**src/rtl/irqgrp_pkg.sv**
```systemverilog
package irqgrp_pkg;
  localparam int NUM_GRP      = 4;
  localparam int REGS_PER_GRP = 4;
  localparam int GRP_BITS     = $clog2(NUM_GRP);
  localparam int NMI_GRP      = NUM_GRP - 1;

  typedef enum logic [1:0] {
    FLD_MASK  = 2'd0,
    FLD_TRIG  = 2'd1,
    FLD_LEVEL = 2'd2,
    FLD_REQ   = 2'd3
  } fieldSel_t;

  typedef struct packed {
    logic [NUM_GRP-1:0]  wrMask;
    logic [NUM_GRP-1:0]  wrTrig;
    logic [NUM_GRP-1:0]  wrLevel;
    logic [NUM_GRP-1:0]  wrReq;
    logic                rdCfg;
    logic                rdSum;
    logic [GRP_BITS-1:0] rdGrp;
    logic [1:0]          rdFld;
  } ctlStrobe_t;
endpackage

```
**src/rtl/irqgrp_ctrl.sv**
```systemverilog
module irqgrp_ctrl
  import irqgrp_pkg::*;
#(
  parameter int ADDR_W = 5
) (
  input  logic [ADDR_W-1:0] regAddr,
  input  logic              regWrEn,
  output ctlStrobe_t        strb
);
  localparam int SUM_ADDR = NUM_GRP * REGS_PER_GRP;

  logic                inGrp;
  logic                isSum;
  logic [GRP_BITS-1:0] grpSel;
  logic [1:0]          fldSel;

  assign inGrp  = (regAddr < ADDR_W'(SUM_ADDR));
  assign isSum  = (regAddr == ADDR_W'(SUM_ADDR));
  assign grpSel = regAddr[GRP_BITS+1:2];
  assign fldSel = regAddr[1:0];

  always_comb begin
    strb       = '0;
    strb.rdCfg = inGrp;
    strb.rdSum = isSum;
    strb.rdGrp = grpSel;
    strb.rdFld = fldSel;
    if (regWrEn && inGrp) begin
      case (fldSel)
        FLD_MASK:  strb.wrMask[grpSel]  = 1'b1;
        FLD_TRIG:  strb.wrTrig[grpSel]  = 1'b1;
        FLD_LEVEL: strb.wrLevel[grpSel] = 1'b1;
        default:   strb.wrReq[grpSel]   = 1'b1;
      endcase
    end
  end
endmodule

```
**src/rtl/irqgrp_dpath.sv**
```systemverilog
module irqgrp_dpath
  import irqgrp_pkg::*;
#(
  parameter int SRC_W = 16
) (
  input  logic                     clk,
  input  logic                     rstN,
  input  logic [NUM_GRP*SRC_W-1:0] srcIn,
  input  logic [SRC_W-1:0]         wrData,
  input  ctlStrobe_t               strb,
  output logic [SRC_W-1:0]         rdData,
  output logic [NUM_GRP-1:0]       sumVec
);
  logic [REGS_PER_GRP-1:0][SRC_W-1:0] fldVal [NUM_GRP];

  for (genvar g = 0; g < NUM_GRP; g++) begin : gGrp
    logic [SRC_W-1:0] maskR, trigR, levelR, latchR;
    logic [SRC_W-1:0] syncA, syncB, prevQ;
    logic [SRC_W-1:0] qual, edgeHit, reqView, keepMask;

    // polarity: level bit 1 passes the input, 0 inverts it
    assign qual     = syncB ~^ levelR;
    assign edgeHit  = qual & ~prevQ;
    assign keepMask = strb.wrReq[g] ? wrData : '1;
    assign reqView  = (trigR & latchR) | (~trigR & qual);
    assign sumVec[g] = |(reqView & ~maskR);

    always_ff @(posedge clk or negedge rstN) begin
      if (!rstN) begin
        maskR  <= '1;
        trigR  <= '0;
        levelR <= '0;
        latchR <= '0;
        syncA  <= '0;
        syncB  <= '0;
        prevQ  <= '0;
      end else begin
        syncA <= srcIn[g*SRC_W +: SRC_W];
        syncB <= syncA;
        prevQ <= qual;
        if (strb.wrMask[g])  maskR  <= wrData;
        if (strb.wrTrig[g])  trigR  <= wrData;
        if (strb.wrLevel[g]) levelR <= wrData;
        // a new edge wins over a clearing write; level mode holds no latch
        latchR <= trigR & ((latchR & keepMask) | edgeHit);
      end
    end

    assign fldVal[g][FLD_MASK]  = maskR;
    assign fldVal[g][FLD_TRIG]  = trigR;
    assign fldVal[g][FLD_LEVEL] = levelR;
    assign fldVal[g][FLD_REQ]   = reqView;
  end

  always_comb begin
    if (strb.rdSum)      rdData = SRC_W'(sumVec);
    else if (strb.rdCfg) rdData = fldVal[strb.rdGrp][strb.rdFld];
    else                 rdData = '0;
  end
endmodule

```
**src/rtl/grouped_irq_ctrl.sv**
```systemverilog
module grouped_irq_ctrl
  import irqgrp_pkg::*;
#(
  parameter int SRC_W  = 16,
  parameter int ADDR_W = 5
) (
  input  logic                     clk,
  input  logic                     rstN,
  input  logic [NUM_GRP*SRC_W-1:0] srcIn,
  input  logic [ADDR_W-1:0]        regAddr,
  input  logic                     regWrEn,
  input  logic [SRC_W-1:0]         regWrData,
  output logic [SRC_W-1:0]         regRdData,
  output logic                     cpuIrq,
  output logic                     nmiIrq
);
  ctlStrobe_t         strb;
  logic [NUM_GRP-1:0] sumVec;

  irqgrp_ctrl #(.ADDR_W(ADDR_W)) u_ctrl (
    .regAddr (regAddr),
    .regWrEn (regWrEn),
    .strb    (strb)
  );

  irqgrp_dpath #(.SRC_W(SRC_W)) u_dpath (
    .clk    (clk),
    .rstN   (rstN),
    .srcIn  (srcIn),
    .wrData (regWrData),
    .strb   (strb),
    .rdData (regRdData),
    .sumVec (sumVec)
  );

  assign cpuIrq = |sumVec[NMI_GRP-1:0];
  assign nmiIrq = sumVec[NMI_GRP];
endmodule

```
**config.mk**
```make
export PLATFORM = sky130hd
export DESIGN_NAME = grouped_irq_ctrl
export DESIGN_NICKNAME = d
export VERILOG_FILES = /design/src/rtl/irqgrp_pkg.sv /design/src/rtl/irqgrp_ctrl.sv /design/src/rtl/irqgrp_dpath.sv /design/src/rtl/grouped_irq_ctrl.sv
export SDC_FILE = /design/constraint.sdc
export NUM_CORES = 1
export LEC_CHECK = 0
export BUFFER_PORTS_ARGS = -buffer_cell sky130_fd_sc_hd__clkbuf_2
export CORE_AREA = 4 4 212 214
export CTS_CLUSTER_DIAMETER = 30
export DETAILED_ROUTE_END_ITERATION = 10
export DIE_AREA = 0 0 216 218
export PLACE_DENSITY = 0.68
export SLEW_MARGIN = 20
export SYNTH_ARGS = -nofsm -noshare
export SYNTH_HDL_FRONTEND = slang
export SYNTH_HIERARCHICAL = 1
export SYNTH_SLANG_ARGS = --single-unit
export TNS_END_PERCENT = 50
```
**constraint.sdc**
```tcl
create_clock -name clk -period 3.3 [get_ports clk]
set_input_delay 0.66 -clock clk [delete_from_list [all_inputs] [get_ports clk]]
set_output_delay 0.66 -clock clk [all_outputs]
set_load 0.005 [all_outputs]
```
# Yosys cells after proc, flatten, opt, wreduce, memory -nomap -nowiden
# Index checks and enable logic that the tools add are counted.
[classes]
n_lt_le_gt_ge = 5
n_eq_ne = 3
n_mux = 18
n_bitwise = 49
n_reduce_logical = 9
[ops]
columns = ["op", "count"]
rows = [
  ["16-bit AND", 24],
  ["16-bit inverter", 12],
  ["64-bit binary-select mux with 2-bit select", 1],
  ["16-bit two-way mux", 8],
  ["64-bit two-way mux", 2],
  ["16-bit OR", 8],
  ["16-bit OR reduction", 4],
  ["16-bit bitwise XNOR", 4],
  ["48-bit OR reduction", 1],
  ["16-bit binary-select mux with 2-bit select", 1],
  ["4-bit two-way mux", 4],
  ["2-bit by 3-bit < comparator with 1-bit output (second input constant)", 2],
  ["5-bit equality test (second input constant)", 1],
  ["5-bit < comparator (second input constant)", 1],
  ["3-bit greater-or-equal comparator (second input constant)", 1],
  ["2-bit inverter with 3-bit output", 1],
  ["3-bit OR reduction", 1],
  ["1-bit demux with 2-bit select", 1],
  ["2-bit by 1-bit equality test with 1-bit output (second input constant)", 1],
  ["2-bit equality test (second input constant)", 1],
  ["2-bit by 1-bit greater-or-equal comparator with 1-bit output (second input constant)", 1],
  ["1-bit logical AND", 2],
  ["2-bit logical NOT", 1],
  ["1-bit two-way mux", 1],
]
[word_totals]
regBits = 448
input_bits = 88
out_inout_bits = 18
word_cells = 112

# Depth between registers and ports, before layout
# Gate-level depths: netlist (run 1).
[logic_depth]
depth_word = 10
ltp_mapped = 9
depth_no_buf = 6

# By module
# Netlist (run 1), hierarchy kept.
[by_module_without_submodules]
columns = ["module", "n_inst", "cells_each", "area_each_um2", "seq_area_each_um2"]
rows = [
  ["irqgrp_dpath", 1, 1461, 19069.5, 11290.8],
  ["irqgrp_ctrl", 1, 32, 191.4, 0.0],
  ["grouped_irq_ctrl", 1, 1, 6.3, 0.0],
]

# Least setup slack after synthesis (run 1)
# No wires, ideal clock.
[synth_path]
kind = "input to output"
from = "input port regAddr[0]"
to = "output port regRdData[1]"
t_arrival_ns = 2.243
required_ns = 2.640
setup_slack_ns = 0.397
path_stages = 7
n_path_buf = 3
cell_sequence = "buf_4 -> buf_2 -> buf_1 -> mux4_2 -> a211oi_1 -> nor4_1 -> a21o_1"
[synth_via]
elab_chain_cells = 4
word_cells_on_any_way = 6
cone_classes = "order compare (1); eq/ne (1); mux (4)"
[synth_lines]
columns = ["item", "line_no", "text"]
rows = [
  ["start: declaration", "grouped_irq_ctrl.sv:10", "input logic [ADDR_W-1:0] regAddr,"],
  ["parallel branches: the longest is 3 deep, another holds 5-bit < comparator", "-", ""],
  ["16-bit two-way mux (*)", "irqgrp_dpath.sv:56", "if (strb.rdSum) rdData = SRC_W'(sumVec);"],
  ["end: declaration", "grouped_irq_ctrl.sv:13", "output logic [SRC_W-1:0] regRdData,"],
]
# Mark *: on every way between the ends. The select of a mux whose other input is x is not followed.

# Worst setup path in the final report (run 1)
[layout_path]
from = "register u_dpath.gGrp[2].maskR[14]"
to = "output port cpuIrq"
[layout_via]
elab_chain_cells = 3
[layout_lines]
columns = ["item", "line_no", "text"]
rows = [
  ["start: declaration", "irqgrp_dpath.sv:17", "logic [SRC_W-1:0] maskR, trigR, levelR, latchR;"],
  ["start signal: assignment", "irqgrp_dpath.sv:41", "if (strb.wrMask[g]) maskR <= wrData;"],
  ["16-bit inverter", "irqgrp_dpath.sv:26", "assign sumVec[g] = |(reqView & ~maskR);"],
  ["16-bit AND", "irqgrp_dpath.sv:26", ""],
  ["48-bit OR reduction", "grouped_irq_ctrl.sv:36", "assign cpuIrq = |sumVec[NMI_GRP-1:0];"],
  ["end: declaration", "grouped_irq_ctrl.sv:14", "output logic cpuIrq,"],
]
# Every way passes these cells.

==> results of run 1 <==
layout make-up:
class / instances / area (um2)
Multi-Input combinational cell: 904 / 7679
Clock inverter: 64 / 989.7
Sequential cell: 448 / 11290
Fill cell: 3436 / 18160
Tap cell: 585 / 732.0
Timing Repair Buffer: 182 / 1221
Clock buffer: 115 / 2574
Inverter: 65 / 244.0
flip-flops by register name (all words and copies together) (netlist names):
signal               count
u_dpath/gGrp.latchR     64
u_dpath/gGrp.levelR     64
u_dpath/gGrp.maskR      64
u_dpath/gGrp.prevQ      64
u_dpath/gGrp.syncA      64
u_dpath/gGrp.syncB      64
u_dpath/gGrp.trigR      64
per-layer routing:
metal / vias to the layer above / GRT usage / wire, um
met1: 6984 / 0.3300 / 23140
met4: 0 / 0.1129 / 2986
met2: 680 / 0.3858 / 26790
met3: 201 / 0.06716 / 5181
li1: 5806 / - / -
met5: - / 0 / 0
logic make-up after synthesis:
| kind of cell | count (synthesis) | share of synthesized area |
|---|---|---|
| muxes | 256 | 0.1777 |
| buffers and inverters | 142 | 0.02948 |
| DFF | 448 | 0.5860 |
| and+or+nand+nor | 297 | 0.08741 |
| AOI/OAI and AO/OA | 287 | 0.08994 |
| xor gates and xnor gates | 64 | 0.02948 |
power breakdown:
group	switching (mW)	total, mW	internal [mW]
Clock	3.15	10.4	7.28
Sequential	0.787	7.26	6.48
Combinational	1.39	2.65	1.26
cell usage after synthesis, types with 4 or more instances:
master,count
sky130_fd_sc_hd__dfstp_2,64
sky130_fd_sc_hd__o2111ai_1,17
sky130_fd_sc_hd__a21oi_1,42
sky130_fd_sc_hd__o211ai_1,45
sky130_fd_sc_hd__buf_2,10
sky130_fd_sc_hd__dfrtp_1,384
sky130_fd_sc_hd__inv_1,55
sky130_fd_sc_hd__o221ai_1,6
sky130_fd_sc_hd__nand4_1,4
sky130_fd_sc_hd__o22ai_1,7
sky130_fd_sc_hd__buf_1,7
sky130_fd_sc_hd__mux2_2,85
sky130_fd_sc_hd__xor2_1,58
sky130_fd_sc_hd__xnor2_1,5
sky130_fd_sc_hd__nor3_1,35
sky130_fd_sc_hd__nor2b_1,4
sky130_fd_sc_hd__a21boi_1,6
sky130_fd_sc_hd__o21ai_1,31
sky130_fd_sc_hd__a22oi_1,12
sky130_fd_sc_hd__nand3b_1,49
sky130_fd_sc_hd__o32ai_1,5
sky130_fd_sc_hd__nor4_1,19
sky130_fd_sc_hd__nor2_1,40
sky130_fd_sc_hd__and2_1,59
sky130_fd_sc_hd__buf_4,6
sky130_fd_sc_hd__nand2b_1,12
sky130_fd_sc_hd__a21o_1,4
sky130_fd_sc_hd__nand2_1,51
sky130_fd_sc_hd__or3_1,4
sky130_fd_sc_hd__inv_2,10
sky130_fd_sc_hd__clkbuf_1,54
sky130_fd_sc_hd__o21ai_0,107
sky130_fd_sc_hd__mux4_2,47
sky130_fd_sc_hd__mux2_1,120
stage by stage:
stage                       util  hold slack (ps)  area [um2]
final                     0.5766            137.9       24730
after global routing      0.5766            110.3       24730
after CTS                 0.5737            103.1       24600
after detailed placement  0.4859            334.7       20840
after global placement    0.4859            331.2       20840
after floorplan                -            331.2       19270
worst max-delay path by stage:
stage | startpoint | to | cells after the start
3_3_place_gp | regAddr[0] | regRdData[2] | 8
4_1_cts | u_dpath/gGrp[2].levelR[0] | cpuIrq | 6
2_1_floorplan | regAddr[0] | regRdData[1] | 7
3_5_place_dp | regAddr[0] | regRdData[11] | 8
6_report | u_dpath/gGrp[2].maskR[14] | cpuIrq | 6
5_1_grt | u_dpath/gGrp[2].syncB[6] | cpuIrq | 6
cells in the final DEF, fill, tap and decap left out, types with 14 or more instances in the layout:
| cell | n |
|---|---|
| sky130_fd_sc_hd__bufinv_16 | 22 |
| sky130_fd_sc_hd__clkbuf_2 | 102 |
| sky130_fd_sc_hd__nand3b_1 | 49 |
| sky130_fd_sc_hd__dfstp_2 | 64 |
| sky130_fd_sc_hd__nand2_1 | 51 |
| sky130_fd_sc_hd__dfrtp_1 | 384 |
| sky130_fd_sc_hd__mux2_1 | 120 |
| sky130_fd_sc_hd__o2111ai_1 | 15 |
| sky130_fd_sc_hd__clkinvlp_4 | 16 |
| sky130_fd_sc_hd__mux2_2 | 85 |
| sky130_fd_sc_hd__o21ai_1 | 31 |
| sky130_fd_sc_hd__nor3_1 | 28 |
| sky130_fd_sc_hd__and2_1 | 59 |
| sky130_fd_sc_hd__clkbuf_16 | 96 |
| sky130_fd_sc_hd__mux4_2 | 47 |
| sky130_fd_sc_hd__inv_1 | 55 |
| sky130_fd_sc_hd__nor4_1 | 15 |
| sky130_fd_sc_hd__o211ai_1 | 45 |
| sky130_fd_sc_hd__xor2_2 | 23 |
| sky130_fd_sc_hd__clkinv_2 | 14 |
| sky130_fd_sc_hd__buf_4 | 70 |
| sky130_fd_sc_hd__a21oi_1 | 42 |
| sky130_fd_sc_hd__xor2_1 | 36 |
| sky130_fd_sc_hd__nor2_1 | 37 |
| sky130_fd_sc_hd__o21ai_0 | 107 |
repair_timing:
action                                  4_1_cts  5_1_grt
endpoints found under the setup margin        6        6
hold buffers                                  1        0
endpoints found under the hold margin        13        0
pin swaps                                     9       12
buffers inserted                              7        2
resized for setup                            22       16
==> impl_metrics.xml, run 1 <==
<?xml version="1.0" encoding="UTF-8"?>
<metrics>
  <group name="clocking">
    <metric name="cts.clk_slew.worst_paths" unit="ps">50</metric>
    <metric name="clock_tree.buffer_depth" unit="">3</metric>
    <metric name="tritoncts" unit="">done</metric>
    <metric name="clock_tree.root_cell" unit="">sky130_fd_sc_hd__clkbuf_16</metric>
    <metric name="cts_made_buffers" unit="">95</metric>
    <metric name="cts_num_sinks" unit="">448</metric>
    <metric name="clk-insertion-delay-late" unit="ps">620</metric>
    <metric name="htree_num_levels" unit="">3</metric>
  </group>
  <group name="placed_design">
    <metric name="gpl.final_weighted_congestion" unit="">1.051</metric>
    <metric name="placement.setup.worst_slack" unit="ps">140.1</metric>
    <metric name="post-dp-hpwl" unit="um">38740</metric>
    <metric name="numPlacedInstances" unit="">2174</metric>
    <metric name="numPortBuffers" unit="">105</metric>
  </group>
  <group name="floorplanning">
    <metric name="num_rows" unit="">76</metric>
    <metric name="core" unit="mm2">0.04289</metric>
    <metric name="design.die.area" unit="mm2">0.04709</metric>
    <metric name="start_util" unit="">0.4493</metric>
    <metric name="design.portCount" unit="">106</metric>
    <metric name="die_width" unit="um">216</metric>
    <metric name="die_y" unit="um">218</metric>
  </group>
  <group name="worst_setup_path">
    <metric name="r2r-start" unit="">u_dpath/gGrp[1].levelR[7]</metric>
    <metric name="r2r_setup_slack" unit="ps">2070</metric>
    <metric name="worstSetupPathType" unit="">flop to primary output</metric>
    <metric name="worst-path-buf-inv" unit="">1</metric>
    <metric name="worstRegToRegCells" unit="">3</metric>
    <metric name="timing.critical_path.cells" unit="">nand3b_1 &gt; o2111ai_2 &gt; or4_1 &gt; or4_4 &gt; or3_4 &gt; clkbuf_2</metric>
    <metric name="critical-path-top-delay-family" unit="">simple AND/OR/NAND/NOR gates</metric>
    <metric name="worst_ep_arrival_time" unit="ps">2970</metric>
    <metric name="crit-reg2reg-capture" unit="">u_dpath/gGrp[1].latchR[7]</metric>
    <metric name="crit_path_end_kind" unit="">primary output</metric>
    <metric name="crit_required" unit="ps">2640</metric>
    <metric name="max_stage_delay" unit="ps">530</metric>
    <metric name="critical-path-slowest-cell" unit="">sky130_fd_sc_hd__dfstp_2</metric>
    <metric name="crit_fanout" unit="">2</metric>
    <metric name="setup.worst_path.start_class" unit="">flop</metric>
  </group>
  <group name="timing">
    <metric name="grt_setup_unrepaired" unit="">true</metric>
    <metric name="clock_skew" unit="ps">24.15</metric>
    <metric name="maxClockFrequency" unit="MHz">275.4</metric>
    <metric name="finalHoldViolations" unit="">0</metric>
    <metric name="setup_slack" unit="ps">-330.9</metric>
    <metric name="setup_tns_final" unit="ps">-638.7</metric>
    <metric name="worst_slew_margin_rel" unit="">0.5690</metric>
    <metric name="worst-slew-pin-transition" unit="ps">641.5</metric>
    <metric name="fin_crit" unit="ps">3631</metric>
    <metric name="timing.final.crit_share" unit="">1.100</metric>
    <metric name="slew_viol_final" unit="">0</metric>
    <metric name="timing.final.setup_violations" unit="">4</metric>
  </group>
  <group name="yosys">
    <metric name="synth_area_per_cell" unit="um2">12.90</metric>
    <metric name="yosys.area.top_type" unit="">sky130_fd_sc_hd__dfrtp_1</metric>
    <metric name="synth_cell_type_count" unit="">51</metric>
    <metric name="synth_edf_count" unit="">0</metric>
    <metric name="synth.top_cells.by_area" unit="">sky130_fd_sc_hd__dfrtp_1 (50%), sky130_fd_sc_hd__dfstp_2 (8.7%), sky130_fd_sc_hd__mux2_1 (7.0%)</metric>
    <metric name="synth-seq-cells" unit="">448</metric>
    <metric name="seq_area_frac_synth" unit="">0.5860</metric>
    <metric name="dominantRegCellSynth" unit="">sky130_fd_sc_hd__dfrtp_1</metric>
    <metric name="post_synth_inst_count" unit="">1494</metric>
    <metric name="yosys.area.top_type_share" unit="">0.4987</metric>
    <metric name="yosysWarningCount" unit="">6</metric>
    <metric name="asyncSetResetFlopFracSynth" unit="">1.000</metric>
    <metric name="area_of_the_mapped_netlist" unit="mm2">0.01927</metric>
    <metric name="mappedNetlistNets" unit="">1582</metric>
  </group>
  <group name="global_routing">
    <metric name="grt_pass1_wl" unit="um">88540</metric>
    <metric name="antenna_found_initial" unit="">2</metric>
    <metric name="grt_start_max_net_pins" unit="">103</metric>
    <metric name="via_count_of_the_first_global_routing_pass" unit="">14080</metric>
    <metric name="grt_util_all_layers" unit="">0.2487</metric>
    <metric name="grt-ovfl-total" unit="">0</metric>
  </group>
  <group name="hold_path">
    <metric name="holdCritStartpoint" unit="">srcIn[57]</metric>
    <metric name="hold_path_depth" unit="">1</metric>
    <metric name="hold_path.class" unit="">input port to flop</metric>
    <metric name="holdPathEnd" unit="">u_dpath/gGrp[3].syncA[9]</metric>
  </group>
  <group name="power_and_ir_drop">
    <metric name="maximum_vdd_ir_drop" unit="mV">0.5744</metric>
    <metric name="p_per_area" unit="mW/mm2">822.3</metric>
    <metric name="design_power_total" unit="mW">20.34</metric>
    <metric name="power_leakage" unit="nW">10.89</metric>
  </group>
  <group name="route">
    <metric name="vias" unit="">13670</metric>
    <metric name="detail_route.iter0.violations" unit="">1389</metric>
    <metric name="detail_route.drc_violations" unit="">0</metric>
    <metric name="firstDrtPassIters" unit="">6</metric>
    <metric name="wl" unit="um">58100</metric>
    <metric name="route.detailed.wl_per_inst" unit="um">24.59</metric>
    <metric name="ant_nets" unit="">0</metric>
    <metric name="vias_per_cell" unit="">5.785</metric>
  </group>
  <group name="outcome">
    <metric name="failed_checks" unit="">setup timing</metric>
    <metric name="result_of_the_run" unit="">complete, but fails checks</metric>
  </group>
  <group name="flow_run">
    <metric name="cap_violations" unit="">0</metric>
  </group>
  <group name="final_layout">
    <metric name="drive_above_1_share" unit="">0.3408</metric>
    <metric name="fin_nets" unit="">1784</metric>
    <metric name="diodes" unit="">0</metric>
    <metric name="area_growth_syn_to_layout" unit="%">28.35</metric>
    <metric name="final_cells" unit="">2363</metric>
  </group>
</metrics>
Power figures use the tool's default switching activity.
==> run 2, diff against run 1 <==
==> constraint.sdc (replaced) <==
create_clock -name clk -period 3.3 [get_ports clk]
set_input_delay 0.66 -clock clk [delete_from_list [all_inputs] [get_ports clk]]
set_output_delay 0.66 -clock clk [all_outputs]
set_load 0.02 [all_outputs]
==> impl_metrics.xml, run 2 (synthesized netlist as in run 1, its figures left out) <==
<?xml version="1.0" encoding="UTF-8"?>
<metrics>
  <group name="global_routing">
    <metric name="grt-ovfl-total" unit="">0</metric>
    <metric name="antenna_found_initial" unit="">1</metric>
    <metric name="grt_pass1_wl" unit="um">89730</metric>
    <metric name="grt_start_max_net_pins" unit="">88</metric>
    <metric name="grt_util_all_layers" unit="">0.2531</metric>
    <metric name="via_count_of_the_first_global_routing_pass" unit="">14390</metric>
  </group>
  <group name="clocking">
    <metric name="cts.clk_slew.worst_paths" unit="ps">50</metric>
    <metric name="cts_made_buffers" unit="">95</metric>
    <metric name="clock_tree.buffer_depth" unit="">3</metric>
    <metric name="clk-insertion-delay-late" unit="ps">610</metric>
    <metric name="clock_tree.root_cell" unit="">sky130_fd_sc_hd__clkbuf_16</metric>
    <metric name="cts_num_sinks" unit="">448</metric>
    <metric name="htree_num_levels" unit="">3</metric>
    <metric name="tritoncts" unit="">done</metric>
  </group>
  <group name="final_layout">
    <metric name="diodes" unit="">0</metric>
    <metric name="area_growth_syn_to_layout" unit="%">29.74</metric>
    <metric name="drive_above_1_share" unit="">0.3543</metric>
    <metric name="fin_nets" unit="">1802</metric>
    <metric name="layout.cell_area.non_filler" unit="mm2">0.02500</metric>
    <metric name="final_cell_mix" unit="">sky130_fd_sc_hd__dfrtp_1 (384), sky130_fd_sc_hd__mux2_1 (120), sky130_fd_sc_hd__o21ai_0 (107)</metric>
    <metric name="final_cells" unit="">2380</metric>
    <metric name="most_common_cell_after_layout_fill_and_taps_aside" unit="">sky130_fd_sc_hd__dfrtp_1</metric>
    <metric name="fill_cells" unit="">3332</metric>
    <metric name="postLayoutCoreUtil" unit="">0.5829</metric>
  </group>
  <group name="timing">
    <metric name="maxClockFrequency" unit="MHz">268.2</metric>
    <metric name="worst_hold_slack" unit="ps">61.77</metric>
    <metric name="fin_crit" unit="ps">3728</metric>
    <metric name="slew_viol_final" unit="">0</metric>
    <metric name="setup_slack" unit="ps">-428.4</metric>
    <metric name="worst_slew_margin_rel" unit="">0.4477</metric>
    <metric name="setup_tns_final" unit="ps">-879.1</metric>
    <metric name="clock_skew" unit="ps">15.26</metric>
    <metric name="finalHoldViolations" unit="">0</metric>
    <metric name="worst-slew-pin-transition" unit="ps">828.5</metric>
    <metric name="grt_setup_unrepaired" unit="">true</metric>
    <metric name="timing.final.crit_share" unit="">1.130</metric>
    <metric name="timing.final.setup_violations" unit="">4</metric>
  </group>
  <group name="floorplanning">
    <metric name="die_y" unit="um">218</metric>
    <metric name="core" unit="mm2">0.04289</metric>
    <metric name="design.portCount" unit="">106</metric>
    <metric name="num_rows" unit="">76</metric>
    <metric name="design.die.area" unit="mm2">0.04709</metric>
    <metric name="die_width" unit="um">216</metric>
    <metric name="start_util" unit="">0.4493</metric>
  </group>
  <group name="route">
    <metric name="detail_route.drc_violations" unit="">0</metric>
    <metric name="detail_route.iter0.violations" unit="">1190</metric>
    <metric name="vias" unit="">13670</metric>
    <metric name="firstDrtPassIters" unit="">6</metric>
    <metric name="vias_per_cell" unit="">5.744</metric>
    <metric name="ant_nets" unit="">0</metric>
    <metric name="route.detailed.wl_per_inst" unit="um">24.83</metric>
    <metric name="wl" unit="um">59100</metric>
  </group>
  <group name="placed_design">
    <metric name="numPortBuffers" unit="">105</metric>
    <metric name="numPlacedInstances" unit="">2195</metric>
    <metric name="gpl.final_weighted_congestion" unit="">0.9826</metric>
    <metric name="post-dp-hpwl" unit="um">40180</metric>
    <metric name="place_area" unit="mm2">0.02104</metric>
  </group>
  <group name="worst_setup_path">
    <metric name="worstSetupPathType" unit="">flop to primary output</metric>
    <metric name="setup.worst_path.start_class" unit="">flop</metric>
    <metric name="worst_ep_arrival_time" unit="ps">3070</metric>
    <metric name="worstRegToRegCells" unit="">4</metric>
    <metric name="crit_fanout" unit="">4</metric>
    <metric name="crit_path_end_kind" unit="">primary output</metric>
    <metric name="r2r-start" unit="">u_dpath/gGrp[1].levelR[10]</metric>
    <metric name="crit-reg2reg-capture" unit="">u_dpath/gGrp[1].latchR[10]</metric>
    <metric name="r2r_setup_slack" unit="ps">2020</metric>
    <metric name="crit_required" unit="ps">2640</metric>
  </group>
  <group name="power_and_ir_drop">
    <metric name="power_leakage" unit="nW">11.04</metric>
    <metric name="maximum_vdd_ir_drop" unit="mV">0.5424</metric>
    <metric name="p_per_area" unit="mW/mm2">812.7</metric>
  </group>
  <group name="outcome">
    <metric name="failed_checks" unit="">setup timing</metric>
    <metric name="result_of_the_run" unit="">complete, but fails checks</metric>
  </group>
  <group name="hold_path">
    <metric name="hold_path.class" unit="">input port to async pin</metric>
  </group>
  <group name="flow_run">
    <metric name="cap_violations" unit="">0</metric>
  </group>
</metrics>
[run 2: changes by cell type in the layout (fill, tap and decap cells not counted), sizes merged]
cell | previous run | this run
buf | 79 | 101
clkinvlp | 16 | 11
clkinv | 22 | 30
inv | 69 | 73
clkbuf | 217 | 208
dlygate4sd3 | 1 | 0
bufinv | 22 | 20
[run 2: metal layers]
| layer | part of all wire | global-route usage | wire length (um) |
|---|---|---|---|
| met1 | 0.39 | 0.3282 | 23230 |
| met2 | 0.46 | 0.4011 | 27470 |
| met3 | 0.089 | 0.06674 | 5253 |
| met4 | 0.053 | 0.1169 | 3148 |
| met5 | 0 | 0 | 0 |
[run 2: repair_timing]
action	CTS	global route
setup endpoints to repair	6	8
buffers inserted	3	4
pin swaps	12	12
hold buffers	0	0
gates resized for setup	22	34
[run 2: power breakdown]
part	switching [mW]	internal (mW)
logic	1.42	1.30
clock network	3.19	7.13
registers	0.800	6.48
[run 2: worst max-delay path by stage]
stage                                         start           end  slack [ps]  cells past startpoint
after floorplan                          regAddr[0]  regRdData[6]         180                      7
after global placement                   regAddr[0]  regRdData[2]          80                      8
after detailed placement                 regAddr[0]  regRdData[2]          60                      8
after CTS                 u_dpath/gGrp[2].maskR[14]        cpuIrq        -420                      6
after global routing      u_dpath/gGrp[2].maskR[12]        cpuIrq        -440                      6
final                     u_dpath/gGrp[2].maskR[15]        cpuIrq        -430                      6
[run 2: layout make-up]
class	instances	area [um2]	area share
repair buffers	200	1429	0.05716
clock buffers	109	2542	0.1017
inverters	65	244.0	0.009760
flip-flops and latches	448	11290	0.4517
well taps	585	732.0	0.02928
multi-input cells	904	7752	0.3101
clock inverters	69	1007	0.04029
[run 2: worst max-delay path, stage by stage (launching register included)]
cell	delay, ps
sky130_fd_sc_hd__dfstp_2	540
sky130_fd_sc_hd__nand3b_1	260
sky130_fd_sc_hd__o2111ai_2	220
sky130_fd_sc_hd__or4_1	460
sky130_fd_sc_hd__or4_4	440
sky130_fd_sc_hd__or3_4	380
sky130_fd_sc_hd__buf_8	150
[run 2: per-stage QoR]
stage                     total power [mW]  worst slack (ps)
after CTS                            20.35            -416.0
after global placement               9.762             83.07
after floorplan                      8.670             179.9
after global routing                 21.11            -435.8
final                                20.32            -428.4
after detailed placement             9.864             64.58
